--- config.mk ---
export PLATFORM = sky130hd
export DESIGN_NAME = fcmd_regfront
export DESIGN_NICKNAME = d
export VERILOG_FILES = /design/src/rtl/fcmd_pkg.sv /design/src/rtl/fcmd_cmd_regs.sv /design/src/rtl/fcmd_irq_bank.sv /design/src/rtl/fcmd_databuf.sv /design/src/rtl/fcmd_regfront.sv
export SDC_FILE = /design/constraint.sdc
export NUM_CORES = 2
export LEC_CHECK = 0
export CAP_MARGIN = 20
export CORE_ASPECT_RATIO = 0.5
export CORE_UTILIZATION = 55
export CTS_BUF_LIST = sky130_fd_sc_hd__clkbuf_4
export CTS_CLUSTER_DIAMETER = 30
export DETAILED_ROUTE_END_ITERATION = 6
export GPL_TIMING_DRIVEN = 0
export HOLD_SLACK_MARGIN = 0.15
export PLACE_DENSITY = 0.77
export RECOVER_POWER = 50
export SLEW_MARGIN = 10
export SYNTH_ARGS = -nofsm -noshare
export SYNTH_HDL_FRONTEND = slang
export SYNTH_SLANG_ARGS = --single-unit
--- constraint.sdc ---
create_clock -name clk -period 6.45 [get_ports clk]
set_input_delay 1.29 -clock clk [delete_from_list [all_inputs] [get_ports clk]]
set_output_delay 1.29 -clock clk [all_outputs]
set_load 0.005 [all_outputs]
--- src/rtl/fcmd_pkg.sv ---
package fcmd_pkg;

   // Interrupt cause field
   localparam int IRQ_W       = 9;
   localparam int IRQ_DONE    = 0;
   localparam int IRQ_PPERR   = 2;
   localparam int IRQ_PROT    = 5;
   localparam logic [IRQ_W-1:0] IRQ_IMPL = 9'b0_0010_0101;

   // Register word indices
   localparam int R_GCFG   = 0;
   localparam int R_VER    = 1;
   localparam int R_RAW    = 2;
   localparam int R_MSKST  = 3;
   localparam int R_MASK   = 4;
   localparam int R_CLR    = 5;
   localparam int R_CFG    = 8;
   localparam int R_OPC    = 9;
   localparam int R_ADR    = 10;

   // Global configuration bit for address width
   localparam int GC_ADDR4 = 2;

   // Reserved I/O mode code
   localparam logic [2:0] IOM_RSVD = 3'd4;

   // Configuration word bits 19:1, packed in bit order
   typedef struct packed {
      logic [2:0] iom;     // 19:17
      logic [7:0] len;     // 16:9
      logic       dir;     // 8
      logic       den;     // 7
      logic [2:0] dummy;   // 6:4
      logic       aen;     // 3
      logic [1:0] cs;      // 2:1
   } cmd_cfg_t;

endpackage

--- src/rtl/fcmd_cmd_regs.sv ---
module fcmd_cmd_regs
   import fcmd_pkg::*;
#(
   parameter int LEN_W = 6
) (
   input  logic        clk,
   input  logic        rst_n,
   input  logic        cfg_we,
   input  logic        opc_we,
   input  logic        adr_we,
   input  logic [31:0] wdata,
   input  logic        seq_done,
   output logic        busy,
   output logic        launch,
   output cmd_cfg_t    fields,
   output logic [7:0]  opcode,
   output logic [31:0] addr,
   output logic [31:0] cfg_rd
);

   localparam logic [7:0] LEN_MASK = 8'((1 << LEN_W) - 1);

   cmd_cfg_t   new_cfg;
   logic       start_req;
   logic       drop;
   logic       accept;
   logic       unused_hi;

   always_comb begin
      new_cfg     = cmd_cfg_t'(wdata[19:1]);
      new_cfg.len = new_cfg.len & LEN_MASK;
   end

   assign start_req = wdata[0];
   assign drop      = start_req && (new_cfg.iom == IOM_RSVD);
   assign accept    = cfg_we && !busy && !drop;
   assign unused_hi = ^wdata[31:20];

   always_ff @(posedge clk or negedge rst_n) begin
      if (!rst_n) begin
         busy   <= 1'b0;
         launch <= 1'b0;
         fields <= '0;
      end else begin
         launch <= 1'b0;
         if (seq_done) begin
            busy <= 1'b0;
         end
         if (accept) begin
            fields <= new_cfg;
            busy   <= start_req;
            launch <= start_req;
         end
      end
   end

   always_ff @(posedge clk or negedge rst_n) begin
      if (!rst_n) begin
         opcode <= '0;
         addr   <= '0;
      end else begin
         if (opc_we) opcode <= wdata[7:0];
         if (adr_we) addr   <= wdata;
      end
   end

   assign cfg_rd = {12'd0, fields, busy};

endmodule

--- src/rtl/fcmd_irq_bank.sv ---
module fcmd_irq_bank #(
   parameter int             W    = 9,
   parameter logic [W-1:0]   IMPL = '1
) (
   input  logic         clk,
   input  logic         rst_n,
   input  logic [W-1:0] set_vec,
   input  logic         clr_we,
   input  logic [W-1:0] clr_bits,
   input  logic         mask_we,
   input  logic [W-1:0] mask_bits,
   output logic [W-1:0] raw,
   output logic [W-1:0] mask,
   output logic [W-1:0] masked,
   output logic         irq
);

   logic unused_set;
   assign unused_set = ^(set_vec & ~IMPL);

   for (genvar i = 0; i < W; i++) begin : g_bit
      if (IMPL[i]) begin : g_flop
         logic r;
         always_ff @(posedge clk or negedge rst_n) begin
            if (!rst_n) r <= 1'b0;
            else        r <= (r & ~(clr_we & clr_bits[i])) | set_vec[i];
         end
         assign raw[i] = r;
      end else begin : g_tie
         assign raw[i] = 1'b0;
      end
   end

   always_ff @(posedge clk or negedge rst_n) begin
      if (!rst_n)       mask <= '0;
      else if (mask_we) mask <= mask_bits;
   end

   assign masked = raw & mask;
   assign irq    = |masked;

endmodule

--- src/rtl/fcmd_databuf.sv ---
module fcmd_databuf #(
   parameter int WORDS = 16,
   localparam int IDX_W = $clog2(WORDS)
) (
   input  logic             clk,
   input  logic             rst_n,
   input  logic             h_we,
   input  logic [IDX_W-1:0] h_idx,
   input  logic [31:0]      h_wdata,
   output logic [31:0]      h_rdata,
   input  logic             s_we,
   input  logic [IDX_W-1:0] s_idx,
   input  logic [31:0]      s_wdata,
   output logic [31:0]      s_rdata
);

   logic [31:0] mem [WORDS];

   for (genvar i = 0; i < WORDS; i++) begin : g_word
      always_ff @(posedge clk or negedge rst_n) begin
         if (!rst_n) begin
            mem[i] <= '0;
         end else if (s_we && (s_idx == IDX_W'(i))) begin
            mem[i] <= s_wdata;
         end else if (h_we && (h_idx == IDX_W'(i))) begin
            mem[i] <= h_wdata;
         end
      end
   end

   assign h_rdata = mem[h_idx];
   assign s_rdata = mem[s_idx];

endmodule

--- src/rtl/fcmd_regfront.sv ---
module fcmd_regfront
   import fcmd_pkg::*;
#(
   parameter int          ADDR_W    = 8,
   parameter int          BUF_WORDS = 16,
   parameter int          BUF_BASE  = 64,
   parameter logic [31:0] VER_SMALL = 32'h0000_0300,
   parameter logic [31:0] VER_LARGE = 32'h0000_0360,
   localparam int         IDX_W     = $clog2(BUF_WORDS),
   localparam int         LEN_W     = $clog2(BUF_WORDS * 4)
) (
   input  logic              clk,
   input  logic              rst_n,
   input  logic              reg_wr,
   input  logic              reg_rd,
   input  logic [ADDR_W-1:0] reg_addr,
   input  logic [31:0]       reg_wdata,
   output logic [31:0]       reg_rdata,
   input  logic              addr4_strap,
   output logic              launch,
   output logic [7:0]        cmd_opcode,
   output logic [31:0]       cmd_addr,
   output logic [1:0]        cmd_cs,
   output logic              cmd_addr_en,
   output logic [2:0]        cmd_dummy,
   output logic              cmd_data_en,
   output logic              cmd_dir_rd,
   output logic [LEN_W-1:0]  cmd_len_m1,
   output logic [2:0]        cmd_io_mode,
   output logic              cmd_addr4,
   input  logic              seq_done,
   input  logic              seq_err_pp,
   input  logic              seq_err_prot,
   input  logic              seq_buf_we,
   input  logic [IDX_W-1:0]  seq_buf_idx,
   input  logic [31:0]       seq_buf_wdata,
   output logic [31:0]       seq_buf_rdata,
   output logic              irq
);

   localparam logic [31:0] VERSION  = (BUF_WORDS == 64) ? VER_LARGE : VER_SMALL;
   localparam int          BUF_PAGE = BUF_BASE / BUF_WORDS;

   // Elaboration-time parameter checks
   if (BUF_WORDS != 16 && BUF_WORDS != 64) begin : g_bad_depth
      $error("fcmd_regfront: BUF_WORDS must be 16 or 64");
   end
   if ((BUF_BASE % BUF_WORDS) != 0 || BUF_BASE <= R_ADR) begin : g_bad_base
      $error("fcmd_regfront: BUF_BASE must be aligned and above the command registers");
   end
   if (BUF_BASE + BUF_WORDS > (1 << ADDR_W)) begin : g_bad_span
      $error("fcmd_regfront: buffer window exceeds the address space");
   end

   // Address decode
   logic in_buf;
   logic cfg_we, opc_we, adr_we, mask_we, clr_we, buf_we;

   assign in_buf  = (reg_addr[ADDR_W-1:IDX_W] == (ADDR_W-IDX_W)'(BUF_PAGE));
   assign cfg_we  = reg_wr && (reg_addr == ADDR_W'(R_CFG));
   assign opc_we  = reg_wr && (reg_addr == ADDR_W'(R_OPC));
   assign adr_we  = reg_wr && (reg_addr == ADDR_W'(R_ADR));
   assign mask_we = reg_wr && (reg_addr == ADDR_W'(R_MASK));
   assign clr_we  = reg_wr && (reg_addr == ADDR_W'(R_CLR));
   assign buf_we  = reg_wr && in_buf;

   // Command registers
   logic        busy_q;
   cmd_cfg_t    cfg_q;
   logic [31:0] cfg_rd;

   fcmd_cmd_regs #(.LEN_W(LEN_W)) u_cmd (
      .clk      (clk),
      .rst_n    (rst_n),
      .cfg_we   (cfg_we),
      .opc_we   (opc_we),
      .adr_we   (adr_we),
      .wdata    (reg_wdata),
      .seq_done (seq_done),
      .busy     (busy_q),
      .launch   (launch),
      .fields   (cfg_q),
      .opcode   (cmd_opcode),
      .addr     (cmd_addr),
      .cfg_rd   (cfg_rd)
   );

   assign cmd_cs      = cfg_q.cs;
   assign cmd_addr_en = cfg_q.aen;
   assign cmd_dummy   = cfg_q.dummy;
   assign cmd_data_en = cfg_q.den;
   assign cmd_dir_rd  = cfg_q.dir;
   assign cmd_len_m1  = cfg_q.len[LEN_W-1:0];
   assign cmd_io_mode = cfg_q.iom;
   assign cmd_addr4   = addr4_strap;

   // Interrupt bank
   logic [IRQ_W-1:0] irq_set;
   logic [IRQ_W-1:0] irq_raw;
   logic [IRQ_W-1:0] irq_mask;
   logic [IRQ_W-1:0] irq_masked;

   always_comb begin
      irq_set            = '0;
      irq_set[IRQ_DONE]  = seq_done;
      irq_set[IRQ_PPERR] = seq_err_pp;
      irq_set[IRQ_PROT]  = seq_err_prot;
   end

   fcmd_irq_bank #(.W(IRQ_W), .IMPL(IRQ_IMPL)) u_irq (
      .clk       (clk),
      .rst_n     (rst_n),
      .set_vec   (irq_set),
      .clr_we    (clr_we),
      .clr_bits  (reg_wdata[IRQ_W-1:0]),
      .mask_we   (mask_we),
      .mask_bits (reg_wdata[IRQ_W-1:0]),
      .raw       (irq_raw),
      .mask      (irq_mask),
      .masked    (irq_masked),
      .irq       (irq)
   );

   // Data buffer
   logic [31:0] buf_rdata;

   fcmd_databuf #(.WORDS(BUF_WORDS)) u_buf (
      .clk     (clk),
      .rst_n   (rst_n),
      .h_we    (buf_we),
      .h_idx   (reg_addr[IDX_W-1:0]),
      .h_wdata (reg_wdata),
      .h_rdata (buf_rdata),
      .s_we    (seq_buf_we),
      .s_idx   (seq_buf_idx),
      .s_wdata (seq_buf_wdata),
      .s_rdata (seq_buf_rdata)
   );

   // Registered read mux
   logic [31:0] rd_mux;
   logic        unused_len;

   assign unused_len = ^cfg_q.len;

   always_comb begin
      rd_mux = '0;
      if (in_buf) begin
         rd_mux = buf_rdata;
      end else begin
         case (reg_addr)
            ADDR_W'(R_GCFG):  rd_mux[GC_ADDR4] = addr4_strap;
            ADDR_W'(R_VER):   rd_mux = VERSION;
            ADDR_W'(R_RAW):   rd_mux[IRQ_W-1:0] = irq_raw;
            ADDR_W'(R_MSKST): rd_mux[IRQ_W-1:0] = irq_masked;
            ADDR_W'(R_MASK):  rd_mux[IRQ_W-1:0] = irq_mask;
            ADDR_W'(R_CFG):   rd_mux = cfg_rd;
            ADDR_W'(R_OPC):   rd_mux[7:0] = cmd_opcode;
            ADDR_W'(R_ADR):   rd_mux = cmd_addr;
            default:          rd_mux = '0;
         endcase
      end
   end

   always_ff @(posedge clk or negedge rst_n) begin
      if (!rst_n)      reg_rdata <= '0;
      else if (reg_rd) reg_rdata <= rd_mux;
   end

endmodule

Yosys cells after proc, flatten, opt, wreduce, memory -nomap -nowiden --
Cells that the tools add are included.
Storage, ports and cells: input port bits 85, bits in registers 615, output and inout port bits 124, word-level logic and storage cells 200
Cells by class: bitwise gates (word level) 15, order comparisons 2, mux-type cells 47, reduce and logical (&&, ||, !) cells 64, equal/unequal tests 40
Operator list (count):
- $mux W32 | 37
- $bmux W32 S4 | 2
- $pmux W23 S3 | 1
- $eq A4 B4 Y1 const B | 16
- $logic_and A1 B1 Y1 | 41
- $eq A4 B3 Y1 const B | 9
- $reduce_bool A2 Y1 | 17
- $pmux W5 S6 | 1
- $eq A8 B4 Y1 const B | 3
- $eq A4 B2 Y1 const B | 4
- $eq A8 B2 Y1 const B | 2
- $eq A8 B3 Y1 const B | 2
- $pmux W2 S6 | 1
- $ge A5 B5 Y1 const B | 2
- $not A4 Y5 | 2
- $and A6 B9 Y9 | 1
- $reduce_or A9 Y1 | 1
- $eq A4 B1 Y1 const B | 2
- $eq A8 B1 Y1 const B | 1
- $logic_not A4 Y1 | 2
- $logic_not A8 Y1 | 1
- $pmux W1 S7 | 1
- $and A1 B1 Y1 | 6
- $pmux W1 S5 | 1
- other kinds (5) | 12

Depth between registers and ports, before layout --
depth in word-level cells 6, depth in mapped cells 9

Hierarchy --
A second synthesis with hierarchy kept.
Unflattened totals: cell total of the unflattened synthesis 4242, area, all modules 39424.1 um^2
By module, submodules not included:
- fcmd_databuf | times used 1, area each 33696.1 um^2, cells each 3677
- fcmd_regfront | times used 1, area each 2592.5 um^2, cells each 348
- fcmd_cmd_regs | times used 1, area each 2506.2 um^2, cells each 168
- fcmd_irq_bank | times used 1, area each 629.4 um^2, cells each 49

Worst setup path after synthesis --
No wires, ideal clock.
kind in2out, start point in seq_buf_idx[0], end point out seq_buf_rdata[11], arrival 3.023 ns, setup slack 2.137 ns, stages on the path 5, cells stage by stage buf_2 > buf_2 > buf_2 > mux4_2 > mux4_2
Between the ends: longest elaborated chain between the ends 4
Ends and longest elaborated chain:
- start, declared | RTL line fcmd_regfront.sv:35 | input logic [IDX_W-1:0] seq_buf_idx,
- $not A4 Y5 (implied by the code) | RTL line fcmd_databuf.sv:32 | assign s_rdata = mem[s_idx];
- $bmux W32 S4 | RTL line fcmd_databuf.sv:32
- $mux W32 (implied by the code) (2 in series) | RTL line fcmd_databuf.sv:32
- end, declared | RTL line fcmd_regfront.sv:37 | output logic [31:0] seq_buf_rdata,
Every way passes these cells. The select of a mux whose other input is x is not followed.

Final worst setup path --
start point in seq_buf_idx[1], end point out seq_buf_rdata[25]
The elaborated chain is that of the path after synthesis.

==> PnR_summary.wiki <==
{| class="wikitable"
! Metric !! Value
|-
| Part of the total power dissipated in the clock network || 28.5%
|-
| Worst Setup Slack, final || 0.249 ns
|-
| Max-slew headroom at the worst pin || -249%
|-
| Die outline area || roughly 66000 µm²
|-
| Via count of the routed design || ~32000
|-
| Routability cong. || 1.02
|-
| Root buf cell || sky130_fd_sc_hd__clkbuf_4
|-
| Final instance area || ~40000 µm²
|-
| I/O pin cnt || 209
|-
| Setup slack after placement || 0.500 ns
|-
| Post-route DRC violation count || 0
|-
| Total wirelength of the detailed-routed design || 151000 µm
|-
| Total half-perimeter wirelength after legalization and detailed placement || 104000 µm
|-
| Setup violation total in the final timing report || 0
|-
| Violations in the final reports || max-capacitance violations, max-slew violations
|-
| Comb power frac || roughly a quarter
|-
| Total net switching power || between 3 and 4 mW
|-
| Post-synth EDFFs || 0
|-
| Cell-by-cell listing of the critical path || buf_2, clkbuf_1, clkbuf_1, mux4_2, mux4_2, clkdlybuf4s50_1
|-
| Worst Path Max Fanout || 10
|-
| Share of synthesized area occupied by flip-flops and latches || roughly 43%
|-
| Data arrival time of the critical path || ~5 ns
|-
| Clock latency on the worst-skew pair || 1.09 ns
|-
| Flip-flop and latch count after synthesis || ~600
|-
| CTS tree || done
|-
| Most common cell after layout, fill and taps aside || sky130_fd_sc_hd__dfrtp_1
|-
| Mean routed wirelength per cell || 33.4 µm
|-
| Hold_ws || between 0.5 and 0.6 ns
|-
| Overall overflow remaining after global route || 0
|-
| Post-cts repair resize count || 0
|-
| Setup crit start kind || primary input
|-
| Lkg Pwr || 17.4 nW
|-
| Floorplan die width || 364 µm
|-
| Depth of the CTS H-tree || 4
|-
| Site row count || 65
|-
| Unrepaired setup endpoints after global routing || false
|-
| Largest net degree at the start of global routing || 103
|-
| Total count of hold-check failures in the final report || 0
|-
| Total nets after synthesis || 3260
|-
| Kind of cell with the highest combined delay on the critical path || buffers and inverters
|-
| Switching Share || 33.6%
|-
| Clock skew after layout || 0.0588 ns
|-
| DP Cell Count || roughly 4200
|-
| Post-Syn Instances || 3175
|-
| Share of synthesized flip-flops with an asynchronous set or reset || 100%
|-
| Number of buffers inserted during clock tree synthesis || approximately 150
|-
| Worst hold path type || flip-flop to flip-flop
|-
| Vias per std cell || about 7.2
|-
| Count of placed standard cells in the final layout, fillers left out || 4508
|-
| Most used cells in the layout excluding fill and tap cells || sky130_fd_sc_hd__dfrtp_1, sky130_fd_sc_hd__mux2i_1, sky130_fd_sc_hd__nor2_1
|-
| Overall Global Routing Usage || 45.8%
|-
| Share of power burned in registers || 45.9%
|-
| Vias in the first global route || 31700
|-
| Total of buffers placed on input and output ports || 176
|-
| First-pass iteration count of the detailed router || 7
|-
| Ratio of cells with drive above 1 in the final layout || 21.0%
|-
| Count of buffers added by post-CTS timing repair for setup || 0
|-
| Worst-case clock buffer depth || 3
|-
| Final net count || roughly 3600
|-
| Cell with the largest stage delay on the worst path || sky130_fd_sc_hd__clkbuf_1
|-
| Initial antenna violation count || 5
|-
| Final slew viol count || approximately 100
|-
| Wire length of the first global-routing pass || 215000 µm
|-
| Maximum resistive drop on vdd || 0.182 mV
|-
| Number of distinct library cells after synthesis || 55
|-
| Clock Sink Count || 615
|-
| Mean post-synth cell area || 11.3 µm²
|-
| Least-Margin Pin Slew || 5.23 ns
|-
| Number of warnings reported in the yosys synthesis log || 0
|-
| Cell Area, Synth || 35900 µm²
|-
| Power, Total || 11.6 mW
|-
| Data required time of the worst path || 5.16 ns
|-
| Core area || between 60000 and 70000 µm²
|-
| Critical path capture point type || output port
|-
| Count of hold-fix buffers inserted at cts || 0
|-
| Initial core utilization || 56.3%
|-
| Critical Setup Path Class || primary input to output port
|-
| DR iter-0 viols || 5622
|-
| Clock-pin slew reported for the worst setup and hold paths after clock tree synthesis || 0.07 ns
|-
| Post-Route Utilization || between 60 and 70%
|-
| Die extent in y || 183 µm
|-
| Pwr dens || 282 nW/µm²
|-
| Critical path buffer and inverter count || 4
|-
| Post-layout min period || 6.20 ns
|-
| Internal || ~7.7 mW
|-
| TNS Setup || 0 ns
|-
| Highest Clock Rate || between 0.15 and 0.2 GHz
|-
| Area added between synthesis and finish || 14.1%
|-
| Post-place instance area || 39100 µm²
|-
| Peak per-stage delay on the critical path || 1.02 ns
|-
| Antenna viol nets, final || 0
|-
| Result of the run || complete, but fails checks
|-
| Max-cap check violation count || 1
|-
| Period utilization || 96.1%
|-
| Commonest register cell after synthesis || sky130_fd_sc_hd__dfrtp_1
|}
worst paths after layout:
| kind | start | slack [ns] | to | cells past startpoint |
|---|---|---|---|---|
| worst max-delay path | seq_buf_idx[1] | 0.25 | seq_buf_rdata[25] | 6 |
| worst min-delay path | u_buf.mem[73] | 0.51 | u_buf.mem[73] | 2 |
| worst max register to register | u_cmd.busy | 3.38 | u_cmd.cfg_rd[18] | 4 |
| worst min register to register | u_buf.mem[73] | 0.51 | u_buf.mem[73] | 2 |
| max in group asynchronous | rst_n | 1.15 | u_buf.mem[64] | 1 |
| min in group asynchronous | rst_n | 2.34 | u_buf.mem[186] | 1 |
power groups by stage:
stage	combinational (mW)	clock, mW	sequential, mW
floorplan	1.95	0	5.13
global placement	2.76	0	5.29
detailed placement	2.86	0	5.34
CTS	2.87	3.24	5.27
global route	3.13	3.47	5.38
finish	2.95	3.30	5.32
synth_stat cells (3+ instances only):
library cell               instances  area share (%)
sky130_fd_sc_hd__a21boi_0         15            0.31
sky130_fd_sc_hd__a21o_1            3           0.063
sky130_fd_sc_hd__a21oi_1         362             5.0
sky130_fd_sc_hd__a221o_1          14            0.39
sky130_fd_sc_hd__a22o_1            3           0.073
sky130_fd_sc_hd__a22oi_1          58             1.2
sky130_fd_sc_hd__a31oi_1           4           0.070
sky130_fd_sc_hd__a32oi_1           3           0.073
sky130_fd_sc_hd__a41oi_1           7            0.17
sky130_fd_sc_hd__and2_1            3           0.052
sky130_fd_sc_hd__and3_1            3           0.052
sky130_fd_sc_hd__buf_1            32            0.33
sky130_fd_sc_hd__buf_2           117             1.6
sky130_fd_sc_hd__clkbuf_1        208             2.2
sky130_fd_sc_hd__dfrtp_1         615              43
sky130_fd_sc_hd__inv_1             6           0.063
sky130_fd_sc_hd__mux2_2           85             2.7
sky130_fd_sc_hd__mux2_4            7            0.29
sky130_fd_sc_hd__mux2i_1         515              14
sky130_fd_sc_hd__mux4_2          288              18
sky130_fd_sc_hd__nand2_1         197             2.1
sky130_fd_sc_hd__nand2b_1          3           0.052
sky130_fd_sc_hd__nand3_1          16            0.22
sky130_fd_sc_hd__nand3b_1          4           0.084
sky130_fd_sc_hd__nand4_1           3           0.052
sky130_fd_sc_hd__nor2_1          375             3.9
sky130_fd_sc_hd__nor2_2            3           0.052
sky130_fd_sc_hd__nor2b_1           4           0.070
sky130_fd_sc_hd__nor3_1            5           0.070
sky130_fd_sc_hd__o211a_1           3           0.084
sky130_fd_sc_hd__o21ai_0         161             2.2
sky130_fd_sc_hd__o21ai_1          11            0.15
sky130_fd_sc_hd__o21ai_2           5            0.12
sky130_fd_sc_hd__o22ai_2           5            0.17
sky130_fd_sc_hd__or3_1             3           0.052
cells by family (layout without fill, tap and decap cells):
family / after synthesis / count (layout) / synth area share (%)
muxes: 895 / 895 / 35.3
AOI/OAI and AO/OA: 667 / 667 / 10.5
and+or+nand+nor: 632 / 632 / 7.08
DFF: 615 / 615 / 42.8
buffers and inverters: 366 / 821 / 4.27
other: 0 / 7 / 0
cell type report:
class	instances	area (µm²)
diodes	7	17.5
plain buffers	360	1500
clock buffers	197	1480
clock inverters	56	300
fillers	5079	22800
inverters	6	22.5
multi-input cells	2194	19000
flip-flops and latches	615	15400
well taps	871	1090
repair buffers	202	2170
flip-flops by register name, summed over array words and instances (netlist names):
signal and flops:
u_cmd.busy 1, reg_rdata 32, u_irq.mask 9, u_cmd.cfg_rd 17, u_buf.mem 512, u_cmd.opcode 8
u_irq.g_bit.g_flop.r 3, u_cmd.addr 32, u_cmd.launch 1
worst register-to-register path, delay by kind of cell, from the launching register on:
| family | cells | cell delay (ns) |
|---|---|---|
| buffers and inverters | 2 | 2.03 |
| flip-flops | 1 | 0.40 |
| multiplexers | 1 | 0.37 |
| AND/OR/NAND/NOR | 1 | 0.13 |
layer usage:
metal | track usage (%) | routed length (µm)
met3 | 22.4 | 26100
met2 | 62.1 | 60900
met5 | 0 | 198
met1 | 58.8 | 52600
met4 | 27.9 | 11000
(Power assumes the default switching activity.)
